### src/rtl/kwdt_pkg.sv
// Package: shared constants and types for the keyed watchdog.
// Assumes a 16-bit control word; key values are fixed by the access protocol.
package kwdt_pkg;

    localparam int DATA_W  = 16;
    localparam int EN_BIT  = 15;   // counting enable
    localparam int RST_BIT = 14;   // reset request on expiry
    localparam int TO_LSB  = 1;    // lowest bit of one-hot timeout field
    localparam int TO_W    = 7;    // width of one-hot timeout field

    localparam logic [DATA_W-1:0] KEY_CFG_A = 16'h3333;
    localparam logic [DATA_W-1:0] KEY_CFG_B = 16'hCCCC;
    localparam logic [DATA_W-1:0] KEY_RST_A = 16'hAAAA;
    localparam logic [DATA_W-1:0] KEY_RST_B = 16'h5555;

    typedef enum logic [1:0] {
        SEQ_IDLE  = 2'd0,   // no key in progress
        SEQ_CFG1  = 2'd1,   // first unlock word seen
        SEQ_OPEN  = 2'd2,   // unlocked, next write is configuration
        SEQ_RFR1  = 2'd3    // first restart word seen
    } seq_state_t;

endpackage

### src/rtl/kwdt_keyseq.sv
// Module: key-sequence tracker.
// Watches writes to the control address and turns unlock and restart key pairs
// into a configuration strobe and a restart pulse. Assumes one write per cycle
// at most; inhibit freezes the tracker completely.
module kwdt_keyseq
    import kwdt_pkg::*;
#(
    parameter int ADDR_W    = 4,
    parameter int CTRL_ADDR = 0
) (
    input  logic              clk,
    input  logic              rst_n,
    input  logic              wr_en,
    input  logic [ADDR_W-1:0] wr_addr,
    input  logic [DATA_W-1:0] wr_data,
    input  logic              inhibit,
    output logic              cfg_strobe,
    output logic              restart
);

    localparam logic [ADDR_W-1:0] CTRL_A = ADDR_W'(CTRL_ADDR);

    seq_state_t state_q, state_d;
    logic       wr_ok;
    logic       addr_hit;

    assign wr_ok    = wr_en && !inhibit;
    assign addr_hit = (wr_addr == CTRL_A);

    // Next-state selection for the key tracker.
    always_comb begin
        state_d = state_q;
        if (wr_ok) begin
            if (!addr_hit) begin
                state_d = SEQ_IDLE;
            end else begin
                unique case (state_q)
                    SEQ_IDLE: begin
                        if (wr_data == KEY_CFG_A)      state_d = SEQ_CFG1;
                        else if (wr_data == KEY_RST_A) state_d = SEQ_RFR1;
                        else                           state_d = SEQ_IDLE;
                    end
                    SEQ_CFG1: state_d = (wr_data == KEY_CFG_B) ? SEQ_OPEN : SEQ_IDLE;
                    SEQ_OPEN: state_d = SEQ_IDLE;
                    SEQ_RFR1: state_d = SEQ_IDLE;
                    default:  state_d = SEQ_IDLE;
                endcase
            end
        end
    end

    // Tracker state register.
    always_ff @(posedge clk) begin
        if (!rst_n) state_q <= SEQ_IDLE;
        else        state_q <= state_d;
    end

    assign cfg_strobe = wr_ok && addr_hit && (state_q == SEQ_OPEN);
    assign restart    = wr_ok && addr_hit && (state_q == SEQ_RFR1) && (wr_data == KEY_RST_B);

    // inhibited writes leave the tracker where it was.
    assert_inhibit_freeze_R7: assert property (@(posedge clk) disable iff (!rst_n)
        (wr_en && inhibit) |=> $stable(state_q));

    // a write to another address always drops the tracker to idle.
    assert_foreign_idle_R8: assert property (@(posedge clk) disable iff (!rst_n)
        (wr_en && !inhibit && (wr_addr != CTRL_A)) |=> (state_q == SEQ_IDLE));

endmodule

### src/rtl/kwdt_ctrl.sv
// Module: control word register.
// Loads a keyed configuration when it is valid (enable clear, or enable set
// with exactly one timeout bit). Assumes cfg_strobe comes from the key tracker.
module kwdt_ctrl
    import kwdt_pkg::*;
(
    input  logic              clk,
    input  logic              rst_n,
    input  logic              cfg_strobe,
    input  logic [DATA_W-1:0] wr_data,
    output logic              cfg_taken,
    output logic [DATA_W-1:0] ctrl_q
);

    logic cfg_valid;

    // Validity check of a candidate configuration word.
    always_comb begin
        cfg_valid = !wr_data[EN_BIT] || $onehot(wr_data[TO_LSB +: TO_W]);
    end

    assign cfg_taken = cfg_strobe && cfg_valid;

    // Control word register.
    always_ff @(posedge clk) begin
        if (!rst_n)         ctrl_q <= '0;
        else if (cfg_taken) ctrl_q <= wr_data;
    end

    // the control word changes only on a keyed configuration write.
    assert_cfg_needs_key_R1: assert property (@(posedge clk) disable iff (!rst_n)
        ($past(rst_n) && (ctrl_q != $past(ctrl_q))) |-> $past(cfg_strobe));

    // an enabled control word always carries a single timeout bit.
    assert_enabled_onehot_R5: assert property (@(posedge clk) disable iff (!rst_n)
        ctrl_q[EN_BIT] |-> $onehot(ctrl_q[TO_LSB +: TO_W]));

endmodule

### src/rtl/kwdt_counter.sv
// Module: tick counter and expiry detection.
// Counts base ticks while enabled and compares against the period chosen by
// the one-hot select. Restart and configuration clear take priority over a tick.
module kwdt_counter #(
    parameter int EXP_BASE = 24,
    parameter int NUM_SEL  = 7
) (
    input  logic               clk,
    input  logic               rst_n,
    input  logic               en,
    input  logic               rst_sel,
    input  logic [NUM_SEL-1:0] sel,
    input  logic               tick,
    input  logic               clear,
    output logic               reset_req,
    output logic               expired
);

    localparam int CNT_W = EXP_BASE + NUM_SEL - 1;

    logic [CNT_W-1:0]   cnt_q;
    logic [NUM_SEL-1:0] hit;
    logic               term;
    logic               fire;

    // One terminal-count detector per selectable period.
    for (genvar k = 0; k < NUM_SEL; k++) begin : g_term
        localparam int E = EXP_BASE + k;
        assign hit[k] = sel[k] && (&cnt_q[E-1:0]);
    end

    assign term = |hit;
    assign fire = !clear && en && tick && term;

    // Tick counter with clear priority.
    always_ff @(posedge clk) begin
        if (!rst_n)                cnt_q <= '0;
        else if (clear || !en)     cnt_q <= '0;
        else if (tick && term)     cnt_q <= '0;
        else if (tick)             cnt_q <= cnt_q + CNT_W'(1);
    end

    // Reset request pulse and sticky expiry flag.
    always_ff @(posedge clk) begin
        if (!rst_n) begin
            reset_req <= 1'b0;
            expired   <= 1'b0;
        end else begin
            reset_req <= fire && rst_sel;
            if (fire && rst_sel) expired <= 1'b1;
        end
    end

    // the reset request is a single-cycle pulse.
    assert_single_pulse_R4: assert property (@(posedge clk) disable iff (!rst_n)
        reset_req |=> !reset_req);

    // the expiry flag is set whenever a request is out.
    assert_req_sets_flag_R4: assert property (@(posedge clk) disable iff (!rst_n)
        reset_req |-> expired);

    // a clear leaves the counter at zero.
    assert_clear_zero_R2: assert property (@(posedge clk) disable iff (!rst_n)
        clear |=> (cnt_q == '0));

    // no request follows a disabled cycle.
    assert_disabled_quiet_R6: assert property (@(posedge clk) disable iff (!rst_n)
        !en |=> !reset_req);

endmodule

### src/rtl/kwdt_top.sv
// Module: keyed-access watchdog top level.
// Ties the key tracker, control word and counter together. Assumes writes are
// already decoded to this block's address window and tick is a one-cycle strobe.
module kwdt_top
    import kwdt_pkg::*;
#(
    parameter int ADDR_W    = 4,
    parameter int CTRL_ADDR = 0,
    parameter int EXP_BASE  = 24,
    parameter int NUM_SEL   = TO_W
) (
    input  logic              clk,
    input  logic              rst_n,
    input  logic              wr_en,
    input  logic [ADDR_W-1:0] wr_addr,
    input  logic [15:0]       wr_data,
    input  logic              echo_inhibit,
    input  logic              tick,
    output logic [15:0]       rd_ctrl,
    output logic              rd_expired,
    output logic              reset_req
);

    logic              cfg_strobe;
    logic              restart;
    logic              cfg_taken;
    logic [DATA_W-1:0] ctrl_q;

    kwdt_keyseq #(
        .ADDR_W    (ADDR_W),
        .CTRL_ADDR (CTRL_ADDR)
    ) u_keyseq (
        .clk        (clk),
        .rst_n      (rst_n),
        .wr_en      (wr_en),
        .wr_addr    (wr_addr),
        .wr_data    (wr_data),
        .inhibit    (echo_inhibit),
        .cfg_strobe (cfg_strobe),
        .restart    (restart)
    );

    kwdt_ctrl u_ctrl (
        .clk        (clk),
        .rst_n      (rst_n),
        .cfg_strobe (cfg_strobe),
        .wr_data    (wr_data),
        .cfg_taken  (cfg_taken),
        .ctrl_q     (ctrl_q)
    );

    kwdt_counter #(
        .EXP_BASE (EXP_BASE),
        .NUM_SEL  (NUM_SEL)
    ) u_counter (
        .clk       (clk),
        .rst_n     (rst_n),
        .en        (ctrl_q[EN_BIT]),
        .rst_sel   (ctrl_q[RST_BIT]),
        .sel       (ctrl_q[TO_LSB +: NUM_SEL]),
        .tick      (tick),
        .clear     (restart || cfg_taken),
        .reset_req (reset_req),
        .expired   (rd_expired)
    );

    assign rd_ctrl = ctrl_q;

    // a restart in the final-tick cycle suppresses the request.
    assert_restart_wins_R11: assert property (@(posedge clk) disable iff (!rst_n)
        restart |=> !reset_req);

endmodule

### config.mk
export PLATFORM = sky130hd
export DESIGN_NAME = kwdt_top
export DESIGN_NICKNAME = d
export VERILOG_FILES = /design/src/rtl/kwdt_pkg.sv /design/src/rtl/kwdt_keyseq.sv /design/src/rtl/kwdt_ctrl.sv /design/src/rtl/kwdt_counter.sv /design/src/rtl/kwdt_top.sv
export SDC_FILE = /design/constraint.sdc
export NUM_CORES = 1
export LEC_CHECK = 0
export CAP_MARGIN = 20
export CORE_ASPECT_RATIO = 0.9
export CORE_UTILIZATION = 55
export CTS_CLUSTER_SIZE = 14
export DETAILED_ROUTE_END_ITERATION = 8
export DONT_BUFFER_PORTS = 1
export GPL_TIMING_DRIVEN = 0
export PLACE_DENSITY = 0.74
export RECOVER_POWER = 50
export REMOVE_ABC_BUFFERS = 1
export SETUP_SLACK_MARGIN = 0.3
export SLEW_MARGIN = 20
export SYNTH_ARGS = -nofsm -noshare
export SYNTH_HDL_FRONTEND = slang
export SYNTH_SLANG_ARGS = --single-unit
### constraint.sdc
create_clock -name clk -period 3.8 [get_ports clk]
set_clock_uncertainty 0.2 [all_clocks]
set_input_delay 0.57 -clock clk [delete_from_list [all_inputs] [get_ports clk]]
set_output_delay 0.57 -clock clk [all_outputs]
set_load 0.05 [all_outputs]
# --- Yosys cells after proc, flatten, opt, wreduce, memory -nomap -nowiden ---
# Index checks and enable logic that the tools add are counted.
# W data, S select, Z words.
totals:
  out_inout_bits: 18
  inputBits: 25
  ff_bits: 50
op_classes:
  n_addsub: 7
  n_bitwise: 1
  n_reduce_logical: 37
  eq_ne: 8
  muxes: 5
ops:
  columns: ["operator", "count"]
  rows:
  - ["$eq A16 B16 Y1 const B", 2]
  - ["$add A30 B1 Y30 const B", 1]
  - ["$reduce_and A30 Y1", 1]
  - ["$reduce_and A29 Y1", 1]
  - ["$reduce_and A28 Y1", 1]
  - ["$reduce_and A27 Y1", 1]
  - ["$reduce_and A26 Y1", 1]
  - ["$reduce_and A25 Y1", 1]
  - ["$reduce_and A24 Y1", 1]
  - ["$logic_and A1 B1 Y1", 18]
  - ["$eq A16 B14 Y1 const B", 1]
  - ["$eq A16 B15 Y1 const B", 1]
  - ["$mux W2", 4]
  - ["$reduce_or A7 Y1", 1]
  - ["$add A1 B1 Y2", 3]
  - ["$add A3 B3 Y3", 2]
  - ["$pmux W2 S3", 1]
  - ["$eq A2 B2 Y1 const B", 2]
  - ["$logic_not A1 Y1", 4]
  - ["$logic_not A4 Y1", 1]
  - ["$add A3 B1 Y3", 1]
  - ["$eq A3 B1 Y1 const B", 1]
  - ["$logic_or A1 B1 Y1", 3]
  - ["$reduce_or A3 Y1", 1]
  - ["other kinds (4)", 4]

# --- Logic depth before layout (Yosys ltp) ---
# Gate-level depths: netlist of the first run.
depth:
  depth_word: 12
  mapped_depth: 12
  ltp_nobuf: 10

# --- By module ---
# Synthesis of the first run repeated with hierarchy kept, for this count alone.
hier_totals:
  hier_cells: 291
  area_unflattened_um2: 2698.8
modules_own_cells:
  columns: ["mod", "cells_each", "n_inst", "area_each_um2"]
  rows:
  - ["kwdt_counter", 182, 1, 1660.3]
  - ["kwdt_ctrl", 84, 1, 794.5]
  - ["kwdt_keyseq", 24, 1, 237.7]
  - ["kwdt_top", 1, 1, 6.3]

# --- Worst setup path after synthesis of the first run ---
# No wires, ideal clock.
synth_path:
  path_kind: "input to register"
  from: "input port wr_data[5]"
  to: "register u_counter.cnt_q[0]"
  stages: 11
  slack_ns: 0.368
  arrival_time_ns: 3.101
  n_path_buf: 2
  setup_time_ns: 0.132
  required_time_ns: 3.468
  path_cell_list: "ha_1 -> fa_1 -> ha_1 -> fa_1 -> xor2_1 -> nand3b_1 -> a211o_1 -> buf_2 -> nand4_1 -> clkbuf_1 -> nor3_1"
synth_via:
  elab_chain_len: 9
synth_lines:
  columns: ["element", "line_no", "rtl"]
  rows:
  - ["start, declared", "kwdt_top.sv:16", "input logic [15:0] wr_data,"]
  - ["$add A1 B1 Y2", "kwdt_ctrl.sv:19", "cfg_valid = !wr_data[EN_BIT] || $onehot(wr_data[TO_LSB +: TO_W]);"]
  - ["$add A3 B1 Y3", "kwdt_ctrl.sv:19", null]
  - ["$add A3 B3 Y3", "kwdt_ctrl.sv:19", null]
  - ["$eq A3 B1 Y1", "kwdt_ctrl.sv:19", null]
  - ["$logic_or A1 B1 Y1", "kwdt_ctrl.sv:19", null]
  - ["$logic_and A1 B1 Y1", "kwdt_ctrl.sv:22", "assign cfg_taken = cfg_strobe && cfg_valid;"]
  - ["$logic_or A1 B1 Y1 *", "kwdt_top.sv:62", ".clear (restart || cfg_taken),"]
  - ["$logic_or A1 B1 Y1 *", "kwdt_counter.sv:38", "else if (clear || !en) cnt_q <= '0;"]
  - ["$reduce_or A3 Y1 (no line) *", null, null]
  - ["end signal, assigned", "kwdt_counter.sv:40", "else if (tick) cnt_q <= cnt_q + CNT_W'(1);"]
  - ["end, declared", "kwdt_counter.sv:21", "logic [CNT_W-1:0] cnt_q;"]
# Mark *: on every way between the ends. The rest lies on a longest branch, timed or not.
# A chain may end at the register's enable or synchronous reset.

# --- Worst setup path in the final report of the first run ---
layout_path:
  from: "input port wr_data[5]"
  to: "register u_counter.cnt_q[1]"
# Same word-level chain as after synthesis.

==> impl.org, run 1 <==
** Floorplanning
- Die outline width :: 73.8 um
- After floorplanning, the core was divided into 23 placement rows.
- In this run the standard cell core region covers 4460 um^2.
- Die Ht :: 66.6 um
- Pin placement for this block handled 43 I/O pins.
- The die covers 4920 um^2.
- For this configuration, the core starts out at a cell density of 0.572.

** STA
- Final hold violation count :: 0
- Final hold analysis gives a worst-case slack of 0.189 ns.
- The total count of max-transition violations in the final report came to 0.
- RSZ-0062 raised after global routing :: no
- Based on the critical path, the design can be clocked at up to 0.299 GHz.
- Setup slack after layout :: 0.459 ns
- Final-report setup violation count :: 0
- Crit share post-route :: 0.879
- Slew of the pin with the lowest slew margin :: 0.841 ns
- Min Tclk post-route :: 3.34 ns
- Summed over all failing endpoints, the final setup total negative slack is 0 ns.
- Measured against its own limit, the worst slew margin works out to 0.439.

** Finish
- Fill cell total of the finished layout :: 399
- In the final layout, the share of cells above drive strength 1 is 0.0827.
- Final-stage net count :: 299
- The number of antenna diodes in the final layout is 0.
- Compared with the post-synthesis result, the final layout area differs by 4.81%.

** Synth
- Gate count of the mapped netlist :: 270
- The synthesized design contains 50 register bits.
- Sequential element share of the synthesized area :: 0.392
- After synthesis, the share of cell area in mux cells is 0.0667.
- Area share of and/or/nand/nor cells after synthesis :: 0.322
- Avg Inst Size Synth :: 9.45 um^2
- Share of synthesized cell area in full adder, half adder and majority cells :: 0.0481
- Of the total synthesized cell area, the portion taken by XOR and XNOR cells is 0.103.
- Yosys warning count :: 0
- Cell area after technology mapping :: 2550 um^2
- By area, the combinational part of the netlist is dominated by simple AND/OR/NAND/NOR gates.
- Compound-gate portion of the synthesized area :: 0.0289
- Yosys mapped the design onto 41 distinct sky130hd cell types.

** Place
- # port buffers :: 0
- Detailed placement finished with a half-perimeter wire length of 3520 um.
- Final weighted congestion in routability-driven placement :: 0.797
- Setup WS pre-CTS :: -0.548 ns

** Global route
- The initial antenna violation count came to 0.
- Sum of overflow across all layers after global routing :: 0
- Largest net degree at the start of global routing :: 21
- The via count of the first global-routing pass was 1665.
- Across every metal layer, demand over resource in global routing totals 0.214.
- Global-route wire length before repair :: 7990 um

** Critical path
- Data on the critical path arrives at its endpoint at 3.29 ns.
- The worst setup path is launched from a primary input.
- Highest cell delay on the worst timing path :: 0.49 ns
- Critical path, cell by cell :: ha_1, fa_1, ha_1, fa_1, xor2_1, nand3b_1, a211o_4, nand4_1, buf_6, buf_8, nor3_1
- For the worst setup path, the data required time is 3.75 ns.
- Broken down by cell family, the worst path's largest delay share belongs to adder cells.
- Largest fanout on the critical path :: 17
- Critical path start-end classification :: primary input to flop
- Library cell contributing the largest single delay on the critical path :: sky130_fd_sc_hd__a211o_4
- STA classifies the critical path endpoint as a flop.
- Counting both buffers and inverters, the worst setup path holds a total of 2.

** Detailed routing
- After detailed routing, the wire length on met1 is 2420 um.
- After detailed routing, the average wire length per cell comes to 14.5 um.
- In the routed layout, each cell is associated on average with a via count of 5.50.
- Top routing layer in use :: met4
- Number of nets with antenna violations after routing :: 0
- In the routed design, unresolved DRC markers number 0.
- Met3 WL :: 253 um
- Final routed wirelength across all metal layers :: 4770 um
- The first detailed-routing pass took 4 iterations.
- Detailed router's first-iteration violation count :: 153
- For this block, the via count after detailed routing is 1805.
- Summed over all nets, wire length on met2 after detailed routing comes to 2050 um.

** Clock network
- Clock latency reported for the late side of the worst-skew pair :: 0.30 ns
- Clock tree synthesis inserted a total of 5 buffers.
- The tree is rooted in a sky130_fd_sc_hd__clkbuf_8.
- Clock Sink Count :: 50
- After clock tree synthesis, the clock-pin slew on the worst setup and hold paths is 0.09 ns.
- H-Tree Level Count :: 2
- CTS tree :: done
- The clock passes through at most 2 buffers.

** Power and ir drop
- Total power divided by cell area :: 316 nW/um^2
- Static power due to leakage :: 0.936 nW
- Across the VDD grid, the largest voltage drop is 0.000267 V.

** Min path
- Worst hold path class :: primary input to flop

** Outcome
- Status :: finished, final reports clean

** Flow run
- Max-cap violation count :: 0
==> cell usage in the layout, fill, tap and decap left out, types with 2 or more instances in the layout <==
| master | netlist | routed |
|---|---|---|
| sky130_fd_sc_hd__ha_1 | 5 | 5 |
| sky130_fd_sc_hd__a21oi_1 | 4 | 4 |
| sky130_fd_sc_hd__clkbuf_1 | 6 | 2 |
| sky130_fd_sc_hd__xnor2_1 | 15 | 15 |
| sky130_fd_sc_hd__mux2i_1 | 17 | 17 |
| sky130_fd_sc_hd__nand2_1 | 20 | 20 |
| sky130_fd_sc_hd__nor2_2 | 2 | 2 |
| sky130_fd_sc_hd__fa_1 | 3 | 3 |
| sky130_fd_sc_hd__or4_4 | 2 | 2 |
| sky130_fd_sc_hd__nor3_1 | 24 | 24 |
| sky130_fd_sc_hd__nor2_1 | 18 | 18 |
| sky130_fd_sc_hd__nor4bb_1 | 6 | 6 |
| sky130_fd_sc_hd__or4_1 | 2 | 2 |
| sky130_fd_sc_hd__nand3_1 | 8 | 8 |
| sky130_fd_sc_hd__xor2_1 | 15 | 15 |
| sky130_fd_sc_hd__dfxtp_1 | 50 | 50 |
| sky130_fd_sc_hd__nor4_1 | 2 | 2 |
| sky130_fd_sc_hd__clkbuf_8 | 0 | 5 |
| sky130_fd_sc_hd__nor4_4 | 3 | 3 |
| sky130_fd_sc_hd__a211oi_1 | 2 | 2 |
| sky130_fd_sc_hd__nand4b_1 | 3 | 3 |
| sky130_fd_sc_hd__inv_1 | 7 | 7 |
| sky130_fd_sc_hd__nor3_2 | 3 | 3 |
| sky130_fd_sc_hd__nor2b_1 | 18 | 18 |
| sky130_fd_sc_hd__nand4_1 | 13 | 13 |
==> cells in the mapped netlist (all sizes together) <==
master	n	area, um^2
nand3b	1	7.51
mux2i	17	170
nor4bb	6	60.1
or3b	1	8.76
a21oi	4	20.0
nor2	20	80.1
inv	7	26.3
or3	1	6.26
dfxtp	50	1000
nor4	5	76.3
nand3	8	40.0
xnor2	15	131
nor3b	1	7.51
or4	4	37.5
a211oi	2	15.0
xor2	15	131
nor2b	18	113
nand2	20	75.1
clkbuf	7	27.5
o22ai	1	6.26
nand4b	3	26.3
and3b	1	8.76
buf	7	46.3
ha	5	62.6
a211o	2	17.5
nor3	27	150
nand2b	1	6.26
a21o	1	7.51
and4	1	8.76
fa	3	60.1
o31ai	1	7.51
or2	1	6.26
nand4	14	103
==> state kept, by name, summed over array words and instances, names as in the netlist <==
register	count
u_counter.cnt_q	30
u_ctrl.ctrl_q	16
u_keyseq.state_q	2
u_counter.expired	1
u_counter.reset_req	1
==> final cells by class <==
cell class | count | area (um^2) | share of cell area
Tap cell | 62 | 77.6 | 0.0290
Sequential cell | 50 | 1000 | 0.374
Multi-Input combinational cell | 199 | 1460 | 0.546
Clock buffer | 7 | 76.3 | 0.0285
Timing Repair Buffer | 3 | 33.8 | 0.0126
Inverter | 7 | 26.3 | 0.00983
==> cell families (layout without fill, tap and decap cells) <==
group / count (synthesis) / after routing
AND/OR/NAND/NOR: 133 / 133
adder cells (fa/ha/maj): 8 / 8
XOR/XNOR: 30 / 30
multiplexers: 17 / 17
flip-flops: 50 / 50
AO/OA/AOI/OAI: 11 / 11
buffers and inverters: 21 / 17
==> stage by stage <==
stage / cell area [um^2] / instances / total power [mW] / utilization
after floorplan: 2480 / 256 / 0.564 / -
after global placement: 2550 / 318 / 0.569 / 0.573
after detailed placement: 2580 / 320 / 0.570 / 0.579
after CTS: 2670 / 328 / 0.856 / 0.598
after global routing: 2670 / 328 / 0.880 / 0.599
final: 2670 / 328 / 0.846 / 0.599
==> timing repair <==
| item | in CTS | in global routing |
|---|---|---|
| setup buffers | 1 | 0 |
| pin swaps | 1 | 0 |
| endpoints found under the setup margin | 32 | 11 |
| endpoints found under the hold margin | 0 | 0 |
| hold buffers | 0 | 0 |
| gates resized for setup | 1 | 1 |
==> final timing paths <==
kind                                                      start                               to  slack, ns  cells past startpoint
worst max-delay path                                 wr_data[5]  u_counter.cnt_q[1]$_SDFFE_PP0P_       0.46                     11
worst min-delay path                                      rst_n   u_counter.expired$_SDFFE_PN0P_       0.19                      2
worst max register to register  u_counter.cnt_q[5]$_SDFFE_PP0P_  u_counter.cnt_q[5]$_SDFFE_PP0P_       1.33                      5
worst min register to register  u_counter.cnt_q[4]$_SDFFE_PP0P_  u_counter.cnt_q[4]$_SDFFE_PP0P_       0.34                      2
==> power breakdown <==
part / total (mW) / internal, mW / switching, mW
clock network: 0.288 / 0.127 / 0.161
registers: 0.523 / 0.523 / 0.0000000191
logic: 0.0346 / 0.0199 / 0.0147
==> layer usage <==
layer  GRT usage  up-vias
met3      0.0499        4
met1       0.315      829
met2       0.308       37
li1            -      935
met4      0.0577        0
met5           0        -
Power figures use the tool's default switching activity.
==> run 2, diff against run 1 <==
Clock period 3.8 ns to 3.6 ns, I/O delays scaled along.
==> run 2 against run 1 <==
Power rose by 5.6%. Clock power is 6% higher. Combinational power rose by 3%. Register-to-register slack got worse by 0.18 ns. Sequential cell count is the same. Hold slack got worse by 0.031 ns. Via count is 0.72% higher. Cell count up 1.2%. Largest cell class unchanged.
==> impl.org, run 2 (synthesis results as in run 1) <==
** Critical path
- The data arrival time of the critical path is 3.07 ns (-0.22 ns).
- CP Launch Type :: primary input
- Endpoint required time on the critical path :: 3.55 ns (-0.20 ns)
- Critical path start-end classification :: primary input to flop
- Slack of the worst reg-to-reg path :: 1.15 ns (-0.18 ns)
- The count of cells along the worst register-to-register path was 5 (unchanged).
- The maximum net fanout on the critical path came to 14 (-3).
- R2r startpoint :: u_counter.cnt_q[5]$_SDFFE_PP0P_
- The worst setup path is captured at a flop.
- In this run the critical register-to-register path is captured at u_counter.cnt_q[5]$_SDFFE_PP0P_.

** Detailed routing
- Vias :: 1818 (+0.72%)
- The per-cell routed wire length was 14.5 um (-0.15%).
- The remaining antenna violation count after routing was 0 (unchanged).
- The DRC violations left came to 0 (unchanged).
- The final routed wirelength across all metal layers is 4820 um (+1.1%).
- The initial DRC count came to 156 (+2.0%).
- Drt first pass iters :: 4 (unchanged)
- The vias per cell is 5.48 (-0.49%).

** STA
- For the finished layout, the period the worst path requires is 3.12 ns.
- The number of setup violations in the final report came to 0 (unchanged).
- The final-report hold violation count came to 0 (unchanged).
- RSZ-0062 raised after global routing :: no
- The total count of max-transition violations in the final report came to 0 (unchanged).
- The summed negative setup slack over all endpoints is 0 ns (unchanged).
- Based on the critical path, the design can be clocked at up to 0.321 GHz.
- The actual transition at the worst max-transition pin was 0.839 ns (-0.00139 ns).
- The worst max-slew margin expressed relative to the limit came to 0.440 (+0.000930).
- Crit share post-route :: 0.866

** Place
- The sum of net half-perimeters after detailed placement was 3520 um (unchanged).
- The area after detailed placement is 2580 um^2 (unchanged).
- # port buffers :: 0 (unchanged)
- Final weighted congestion in routability-driven placement :: 0.797 (unchanged)

** Floorplanning
- Die outline width :: 73.8 um (unchanged)
- The site row count was 23 (unchanged).
- Standard cell core area :: 4460 um^2 (unchanged)
- Number of primary I/O pins :: 43 (unchanged)
- Initial Util :: 0.572 (unchanged)
- Total die area :: 4920 um^2 (unchanged)
- The height of the chip is 66.6 um (unchanged).

** Power and ir drop
- The switching power total was 186 uW (+5.9%).
- The leakage dissipation was 0.946 nW (+0.99%).
- The share of power burned in registers was 0.618 (about the same).
- Comb pwr share :: 0.040 (about the same)
- The cell area power density was 332 nW/um^2 (+5.1%).
- Highest ir drop seen on vdd :: 0.000282 V (+5.4%)
- Clock network power share :: 0.342 (about the same)
- Cell-internal power :: 708 uW (+5.6%)
- Final Power :: 894 uW (+5.6%)
- The net switching share of the total power was 0.208 (+0.000548).

** Finish
- Leaving out fill and tap cells, the most frequent cell in the layout is sky130_fd_sc_hd__dfxtp_1.
- Core Util, Final :: 0.603 (+0.00337)
- Share of final-layout standard cells stronger than drive strength 1 :: 0.0889 (+0.00618)
- Register name with the most flops :: u_counter.cnt_q
- The final design area excluding fillers was 2690 um^2 (+0.56%).
- The number of antenna repair diodes is 0 (unchanged).
- From synthesis to final layout, the design area changed by 5.39%.
- Flip-flop count of the largest register, all copies and words added :: 30 (unchanged)
- Leading registers by flop count :: u_counter.cnt_q x30, u_ctrl.ctrl_q x16, u_keyseq.state_q x2
- The net total in the final layout was 303 (+1.3%).
- In the layout the commonest cells are sky130_fd_sc_hd__dfxtp_1 (50), sky130_fd_sc_hd__nor3_1 (24), sky130_fd_sc_hd__nand2_1 (20).

** Global route
- Total global-route track usage :: 0.215 (+0.00161)
- The initial antenna violation count came to 0 (unchanged).
- The wire length of the first global-routing pass was 8060 um (+0.86%).
- The pin count of the biggest net entering global routing is 21 (unchanged).
- Via count of the first global-routing pass :: 1654 (-0.66%)
- Sum of overflow across all layers after global routing :: 0 (unchanged)

** Clock network
- The number of buffers added to fix hold violations after cts is 0 (unchanged).
- H-Tree Level Count :: 2 (unchanged)
- The root buffer cell chosen for the clock tree is sky130_fd_sc_hd__clkbuf_8.
- The CTS sink count was 50 (unchanged).
- The maximum clock path buffer count is 2 (unchanged).
- The source-to-sink clock delay at the later pin of the worst-skew pair came to 0.30 ns (about the same).
- TritonCTS built the clock tree.
- Total CTS buffers :: 5 (unchanged)
- The clock slew seen by the registers of the worst setup and hold paths came to 0.09 ns (about the same).

** Min path
- Count of cells along the worst hold path :: 2 (unchanged)
- Worst hold path class :: primary input to flop
- Origin of the worst min-delay path :: rst_n
- Sink of the worst hold path :: u_counter.expired$_SDFFE_PN0P_

** Flow run
- Max-cap violation count :: 0 (unchanged)

** Outcome
- Status :: finished, final reports clean
-- run 2: through the flow --
| stage | worst slack [ns] | hold slack [ns] | cells |
|---|---|---|---|
| 5_1_grt | 0.326 | 0.155 | 332 |
| 3_5_place_dp | -0.718 | 0.310 | 320 |
| 4_1_cts | 0.303 | 0.156 | 328 |
| 2_1_floorplan | -0.695 | 0.279 | 256 |
| 3_3_place_gp | -1.40 | 0.301 | 318 |
| 6_report | 0.482 | 0.158 | 332 |
-- run 2: worst max path at each step --
stage / startpoint / end
2_1_floorplan: wr_data[5] / u_counter.expired$_SDFFE_PN0P_
3_3_place_gp: wr_data[5] / u_counter.expired$_SDFFE_PN0P_
3_5_place_dp: wr_data[5] / u_counter.cnt_q[1]$_SDFFE_PP0P_
4_1_cts: wr_data[5] / u_counter.cnt_q[1]$_SDFFE_PP0P_
5_1_grt: wr_data[5] / u_counter.cnt_q[17]$_SDFFE_PP0P_
6_report: wr_data[5] / u_counter.cnt_q[3]$_SDFFE_PP0P_
-- run 2: worst max-delay path, cell delays in order --
cell                       delay (ns)
sky130_fd_sc_hd__ha_1            0.29
sky130_fd_sc_hd__fa_1            0.46
sky130_fd_sc_hd__ha_1            0.22
sky130_fd_sc_hd__fa_1            0.38
sky130_fd_sc_hd__xor2_1          0.16
sky130_fd_sc_hd__nand3b_1        0.11
sky130_fd_sc_hd__a211o_2         0.36
sky130_fd_sc_hd__nand4_1         0.15
sky130_fd_sc_hd__buf_6           0.17
sky130_fd_sc_hd__buf_8           0.16
sky130_fd_sc_hd__nor3_1          0.07
-- run 2: metal layers --
metal	routed length (um)	vias to the layer above	global-route usage	part of all wire
li1	-	941	-	-
met1	2450	848	0.318	0.51
met2	2120	25	0.308	0.44
met3	214	4	0.0514	0.044
met4	38	0	0.0577	0.0079
met5	0	-	0	0
-- run 2: final cells by class --
class	instances	area, um^2
Timing Repair Buffer	7	56.3
Tap cell	62	77.6
Fill cell	398	1770
Sequential cell	50	1000
Inverter	7	26.3
Clock buffer	7	76.3
Multi-Input combinational cell	199	1450
-- run 2: power groups by stage --
stage	logic, mW	clock network, mW	registers (mW)
finish	0.0358	0.306	0.552
global route	0.0410	0.335	0.553
CTS	0.0370	0.315	0.552
detailed placement	0.0359	0	0.565
global placement	0.0349	0	0.565
floorplan	0.0299	0	0.565
-- run 2: timing repair --
| action | CTS | global route |
|---|---|---|
| endpoints found under the setup margin | 32 | 14 |
| pin swaps | 1 | 1 |
| setup buffers | 1 | 4 |
| gates resized for setup | 2 | 0 |
